## config.mk

```make
export PLATFORM = sky130hd
export DESIGN_NAME = ipi_hub
export DESIGN_NICKNAME = d
export VERILOG_FILES = /design/src/rtl/ipi_pkg.sv /design/src/rtl/ipi_addr_decode.sv /design/src/rtl/ipi_bit_gather.sv /design/src/rtl/ipi_hub.sv
export SDC_FILE = /design/constraint.sdc
export NUM_CORES = 1
export LEC_CHECK = 0
export ABC_AREA = 1
export BUFFER_PORTS_ARGS = -buffer_cell sky130_fd_sc_hd__buf_2
export CAP_MARGIN = 10
export CORE_ASPECT_RATIO = 1.2
export CORE_MARGIN = 2
export CORE_UTILIZATION = 37
export DETAILED_ROUTE_END_ITERATION = 7
export PLACE_DENSITY = 0.76
export SYNTH_ARGS = -nofsm -noshare
export SYNTH_HDL_FRONTEND = slang
export SYNTH_SLANG_ARGS = --single-unit
```

## constraint.sdc

```tcl
create_clock -name clk -period 0.9 [get_ports clk]
set_input_delay 0.18 -clock clk [delete_from_list [all_inputs] [get_ports clk]]
set_output_delay 0.18 -clock clk [all_outputs]
set_load 0.03 [all_outputs]
```

## src/rtl/ipi_pkg.sv

```systemverilog
package ipi_pkg;
    localparam int NCH  = 11;
    localparam int DW   = 32;
    localparam logic [DW-1:0] IMPL_MASK = 32'h0F0F0301;

    // word indices of the register map
    localparam int W_FIRE  = 0;
    localparam int W_WATCH = 1;
    localparam int W_PEND  = 4;
    localparam int W_MASK  = 5;
    localparam int W_UNMSK = 6;
    localparam int W_MSET  = 7;

    // bit position of channel i inside the word
    function automatic int chan_pos(input int i);
        if (i == 0)     return 0;
        else if (i < 3) return 7 + i;
        else if (i < 7) return 13 + i;
        else            return 17 + i;
    endfunction

    function automatic logic [NCH-1:0] gather(input logic [DW-1:0] w);
        logic [NCH-1:0] r;
        for (int i = 0; i < NCH; i++) r[i] = w[chan_pos(i)];
        return r;
    endfunction

    typedef struct packed {
        logic [NCH-1:0] fire;
        logic [DW-1:0]  pend;
        logic [DW-1:0]  mask;
        logic [DW-1:0]  watch;
        logic           irq;
    } hub_state_t;
endpackage

```

## src/rtl/ipi_addr_decode.sv

```systemverilog
module ipi_addr_decode
    import ipi_pkg::*;
#(
    parameter int ADDR_W = 5
) (
    input  logic [ADDR_W-1:0] addr_i,
    input  logic              we_i,
    output logic              wr_fire_o,
    output logic              wr_pend_o,
    output logic              wr_unmsk_o,
    output logic              wr_mset_o,
    output logic              rd_watch_o,
    output logic              rd_pend_o,
    output logic              rd_mask_o
);
    localparam int WW = ADDR_W - 2;
    logic [WW-1:0] word;

    always_comb begin
        word       = addr_i[ADDR_W-1:2];
        rd_watch_o = (word == WW'(W_WATCH));
        rd_pend_o  = (word == WW'(W_PEND));
        rd_mask_o  = (word == WW'(W_MASK));
        wr_fire_o  = we_i && (word == WW'(W_FIRE));
        wr_pend_o  = we_i && rd_pend_o;
        wr_unmsk_o = we_i && (word == WW'(W_UNMSK));
        wr_mset_o  = we_i && (word == WW'(W_MSET));
    end
endmodule

```

## src/rtl/ipi_bit_gather.sv

```systemverilog
module ipi_bit_gather
    import ipi_pkg::*;
(
    input  logic [DW-1:0]  word_i,
    output logic [NCH-1:0] chan_o
);
    for (genvar g = 0; g < NCH; g++) begin : g_chan
        localparam int P = chan_pos(g);
        assign chan_o[g] = word_i[P];
    end
endmodule

```

## src/rtl/ipi_hub.sv

```systemverilog
module ipi_hub
    import ipi_pkg::*;
#(
    parameter int ADDR_W = 5
) (
    input  logic              clk,
    input  logic              rst_n,
    input  logic [ADDR_W-1:0] bus_addr,
    input  logic              bus_we,
    input  logic [31:0]       bus_wdata,
    output logic [31:0]       bus_rdata,
    input  logic [31:0]       bell_in,
    input  logic [31:0]       watch_in,
    output logic [10:0]       trig_out,
    output logic [10:0]       watch_out,
    output logic              irq_out
);
    hub_state_t st_d, st_q;
    logic wr_fire, wr_pend, wr_unmsk, wr_mset;
    logic rd_watch, rd_pend, rd_mask;
    logic [NCH-1:0] fire_bits;
    logic [DW-1:0]  wmask;
    logic [DW-1:0]  mask_q;

    ipi_addr_decode #(.ADDR_W(ADDR_W)) u_dec (
        .addr_i     (bus_addr),
        .we_i       (bus_we),
        .wr_fire_o  (wr_fire),
        .wr_pend_o  (wr_pend),
        .wr_unmsk_o (wr_unmsk),
        .wr_mset_o  (wr_mset),
        .rd_watch_o (rd_watch),
        .rd_pend_o  (rd_pend),
        .rd_mask_o  (rd_mask)
    );

    ipi_bit_gather u_fire_map (.word_i(bus_wdata), .chan_o(fire_bits));
    ipi_bit_gather u_pend_map (.word_i(st_q.pend), .chan_o(watch_out));

    always_comb begin
        wmask = bus_wdata & IMPL_MASK;
        st_d  = st_q;
        st_d.fire = wr_fire ? fire_bits : '0;
        // clear first, then set: an arriving bell beats a clear
        st_d.pend = ((st_q.pend & ~(wr_pend ? wmask : '0)) | bell_in) & IMPL_MASK;
        if (wr_unmsk) st_d.mask = st_q.mask & ~wmask;
        if (wr_mset)  st_d.mask = st_q.mask | wmask;
        st_d.watch = watch_in & IMPL_MASK;
        st_d.irq   = |(st_q.pend & ~st_q.mask);
    end

    always_ff @(posedge clk or negedge rst_n) begin
        if (!rst_n) begin
            st_q       <= '0;
            st_q.mask  <= IMPL_MASK;
        end else begin
            st_q <= st_d;
        end
    end

    always_comb begin
        bus_rdata = '0;
        if (rd_watch) bus_rdata = st_q.watch;
        if (rd_pend)  bus_rdata = st_q.pend;
        if (rd_mask)  bus_rdata = st_q.mask;
    end

    assign trig_out = st_q.fire;
    assign irq_out  = st_q.irq;
    assign mask_q   = st_q.mask;
endmodule

```

==> flow_results.org <==
** Pwr
- Power spread over the standard cell area amounts to 1420 nW/um2.
- Power after layout :: 0.00517 W
- Static Leakage :: 1.97 nW
- Peak ir drop on the vdd network :: 0.844 mV

** GRT
- Initial antenna violation count :: 0
- Gr ovfl total :: 0
- GRT Total Usage :: 19.3%
- Number of global-route vias before repair :: 2099
- Maximum number of pins on one net before global-route repair :: 46
- The first global-routing pass estimated 9750 um of wire.

** Clock tree
- Number of clock sinks :: 45
- The cell sitting at the root of the clock tree is a sky130_fd_sc_hd__clkbuf_8.
- The clock passes through at most 2 buffers.
- Clock latency on the worst-skew pair :: 290 ps
- Buffers inserted during clock tree synthesis total 5.
- Clock-pin slew was measured on the worst setup and hold paths at 90 ps.
- Depth of the CTS H-tree :: 2
- TritonCTS clock tree :: done

** STA
- Across all setup checks in the final design, the least slack found is -388 ps.
- Number of failing setup endpoints in the final timing report :: 35
- Across the routed clock network, the largest skew measured is 7.02 ps.
- Final min period :: 1290 ps
- Static timing analysis puts the maximum clock frequency at 0.776 GHz.
- Unrepaired setup endpoints after global routing :: yes
- Max-slew violation total from the final report :: 0
- Fin. Hold Viols :: 0
- Final period util :: 143%

** Yosys
- Of all cell types, the one taking the most synthesized area is sky130_fd_sc_hd__dfrtp_1.
- After synthesis, the mean cell area works out to 8.07 um2.
- Among all flip-flop cells after synthesis, the most frequent one is sky130_fd_sc_hd__dfrtp_1.
- Biggest area contributors in the synthesized netlist :: sky130_fd_sc_hd__dfrtp_1 (38%), sky130_fd_sc_hd__buf_4 (16%), sky130_fd_sc_hd__nand2_1 (15%), sky130_fd_sc_hd__dfstp_2 (13%), sky130_fd_sc_hd__inv_1 (6.0%)
- The most common cell in the synthesized netlist is sky130_fd_sc_hd__nand2_1.
- Syn Std Cell Area :: 2260 um2
- Proportion of synthesized chip area in sequential cells :: 50.4%
- Number of enable-type register cells in the synthesized netlist :: 0
- For this run, asynchronously set or reset flops after synthesis account for 100%.
- Seq cells post-synth :: 45
- Area share of the largest cell type after synthesis :: 37.6%
- The commonest cells after synthesis are sky130_fd_sc_hd__nand2_1 (90), sky130_fd_sc_hd__buf_4 (47), sky130_fd_sc_hd__inv_1 (36), sky130_fd_sc_hd__dfrtp_1 (34), sky130_fd_sc_hd__nand3_1 (26).
- The cell count after synthesis came out at 280.
- The netlist uses 15 different library cells.
- Yosys printed 0 warnings.

** Layout
- The final layout contains 489 nets.
- The filler cells instantiated in the layout total 513.
- Layout Area Growth over Synthesis :: 61.0%
- The number of antenna diodes in the final layout is 0.
- The finished layout holds 468 standard cells, fillers aside.
- Share of cells above drive strength 1 :: 49.5%

** Hold path
- Type of the tightest min-delay check :: input pin to flip-flop
- The worst hold path passes through 3 cells.

** Placed design
- Counting tap cells, the placed design contains a total of 432 instances.
- Detailed Place HPWL :: 4080 um
- Number of input and output port buffers inserted :: 72
- At the end of routability-driven placement, the weighted congestion stood at 0.809.

** Floorplanning
- The floorplan step defined a die boundary enclosing 6750 um2.
- The die is 75.4 um wide.
- Top-Level Pins :: 159
- Row Count :: 31
- Placeable core region :: 5970 um2
- Vert. Die Dim :: 89.6 um
- Initial core utilization :: 37.9%

** Critical path
- Worst setup path class :: flip-flop to output port
- The worst setup path is launched from a flip-flop.
- Cell chain of the critical path :: nand2_2 > nand3_4 > buf_6
- Reg2Reg Depth :: 6
- Data arrival time of the critical path :: 1110 ps
- Crit-path max cell delay :: 570 ps
- The endpoint identified for the worst register-to-register timing path is irq_out$_DFF_PN0_.
- Reg2Reg Setup Slack :: -220 ps
- In this run the worst path has a maximum fanout of 2.
- STA classifies the critical path endpoint as an output port.
- Data required time of the worst path :: 720 ps
- The critical path ends at bus_rdata[18].
- The slowest stage of the critical path is the sky130_fd_sc_hd__dfstp_2 cell.

** Route
- Wires add up to 6000 um.
- In this run, the number of DRC markers left after iteration 0 of detailed routing was 77.
- The pre-antenna-repair detailed-routing pass consisted of 4 iterations.
- Vias/cell :: 4.32
- After detailed routing, the number of remaining DRC violations is 0.
- Detailed routing inserted a total of 2023 vias.
- WL/cell :: 12.8 um
- Post-detailed-route count of antenna-violating nets :: 0

** Status
- Status :: finished with violations
- Violations in the final reports :: negative setup slack

** Flow run
- The tool flagged a number of max-cap violations equal to 0.
==> cell type report <==
| type | count | area [um2] | area share, % |
|---|---|---|---|
| Clock inverter | 1 | 30.0 | 0.825 |
| Sequential cell | 45 | 1140 | 31.4 |
| Clock buffer | 7 | 86.3 | 2.37 |
| Tap cell | 82 | 103 | 2.82 |
| Multi-Input combinational cell | 168 | 996 | 27.4 |
| Timing Repair Buffer | 128 | 1130 | 31.1 |
| Inverter | 37 | 151 | 4.16 |
==> worst min-delay path by stage <==
stage	startpoint	endpoint	slack [ps]
2_1_floorplan	rst_n	irq_out$_DFF_PN0_	-120
3_3_place_gp	rst_n	st_q[19]$_DFF_PN0_	180
3_5_place_dp	rst_n	st_q[19]$_DFF_PN0_	180
4_1_cts	bell_in[24]	st_q[89]$_DFF_PN0_	50
5_1_grt	bell_in[17]	st_q[82]$_DFF_PN0_	50
6_report	bell_in[27]	st_q[92]$_DFF_PN0_	60
==> per-layer routing <==
metal,vias to the layer above,routed length [um],global-route usage (%),share of wire [%]
met2,69,3450,36.1,57
met4,0,43,4.15,0.72
li1,988,-,-,-
met5,-,0,0,0
met1,960,2240,22.5,37
met3,6,264,3.91,4.4
==> layout by cell type (no fill, tap or decap) <==
cell	count
sky130_fd_sc_hd__nand2_1	56
sky130_fd_sc_hd__buf_6	48
sky130_fd_sc_hd__buf_2	36
sky130_fd_sc_hd__inv_1	35
sky130_fd_sc_hd__dfrtp_1	32
sky130_fd_sc_hd__buf_4	28
sky130_fd_sc_hd__nand2_2	23
sky130_fd_sc_hd__conb_1	21
sky130_fd_sc_hd__nand3_1	15
sky130_fd_sc_hd__nor2_1	12
sky130_fd_sc_hd__dlygate4sd3_1	12
sky130_fd_sc_hd__nand2_4	11
sky130_fd_sc_hd__nand3_4	11
sky130_fd_sc_hd__dfstp_2	11
sky130_fd_sc_hd__o21ai_1	9
sky130_fd_sc_hd__clkbuf_8	6
sky130_fd_sc_hd__nor2_2	4
sky130_fd_sc_hd__buf_12	4
sky130_fd_sc_hd__o21ai_2	2
sky130_fd_sc_hd__dfrtp_2	2
sky130_fd_sc_hd__inv_2	1
sky130_fd_sc_hd__nor3_4	1
sky130_fd_sc_hd__inv_12	1
sky130_fd_sc_hd__nor2_4	1
sky130_fd_sc_hd__nand4_1	1
sky130_fd_sc_hd__o21ai_0	1
sky130_fd_sc_hd__bufinv_16	1
sky130_fd_sc_hd__clkbuf_1	1
==> worst max-delay path, delay by kind of cell, from the launching register on <==
family,cells,cell delay (ps)
AND/OR/NAND/NOR,2,120
buffers and inverters,1,130
flip-flops,1,570
==> report_power, final <==
group          switching (W)  internal, W
Clock               0.000676     0.000906
Sequential          0.000107      0.00222
Combinational       0.000695     0.000570
Total                0.00148      0.00369
==> metrics by stage <==
stage	TNS, ps	instance area [um2]	hold WS (ps)	utilization, %	worst slack, ps
after floorplan	-107	2630	-116	-	-9.85
after global placement	-11550	2960	177	49.6	-390
after detailed placement	-12750	2960	177	49.6	-449
after CTS	-8270	3580	51.7	59.9	-392
after global routing	-9360	3640	54.6	60.9	-432
final	-8000	3640	62.3	60.9	-388
==> logic make-up (layout without fill, tap and decap cells) <==
family | Yosys count | after routing | share of synthesized area [%]
buffers and inverters | 87 | 173 | 22.4
and+or+nand+nor | 135 | 135 | 24.3
other | 1 | 21 | 0.166
AOI/OAI and AO/OA | 12 | 12 | 2.66
DFF | 45 | 45 | 50.4
==> timing repair <==
action,CTS,global route
gates resized for setup,89,19
pin swaps,7,6
setup endpoints to repair,35,53
endpoints found under the hold margin,45,0
setup buffers,14,3
hold buffers,12,0
Note: power is estimated with default switching activity, not from simulation.
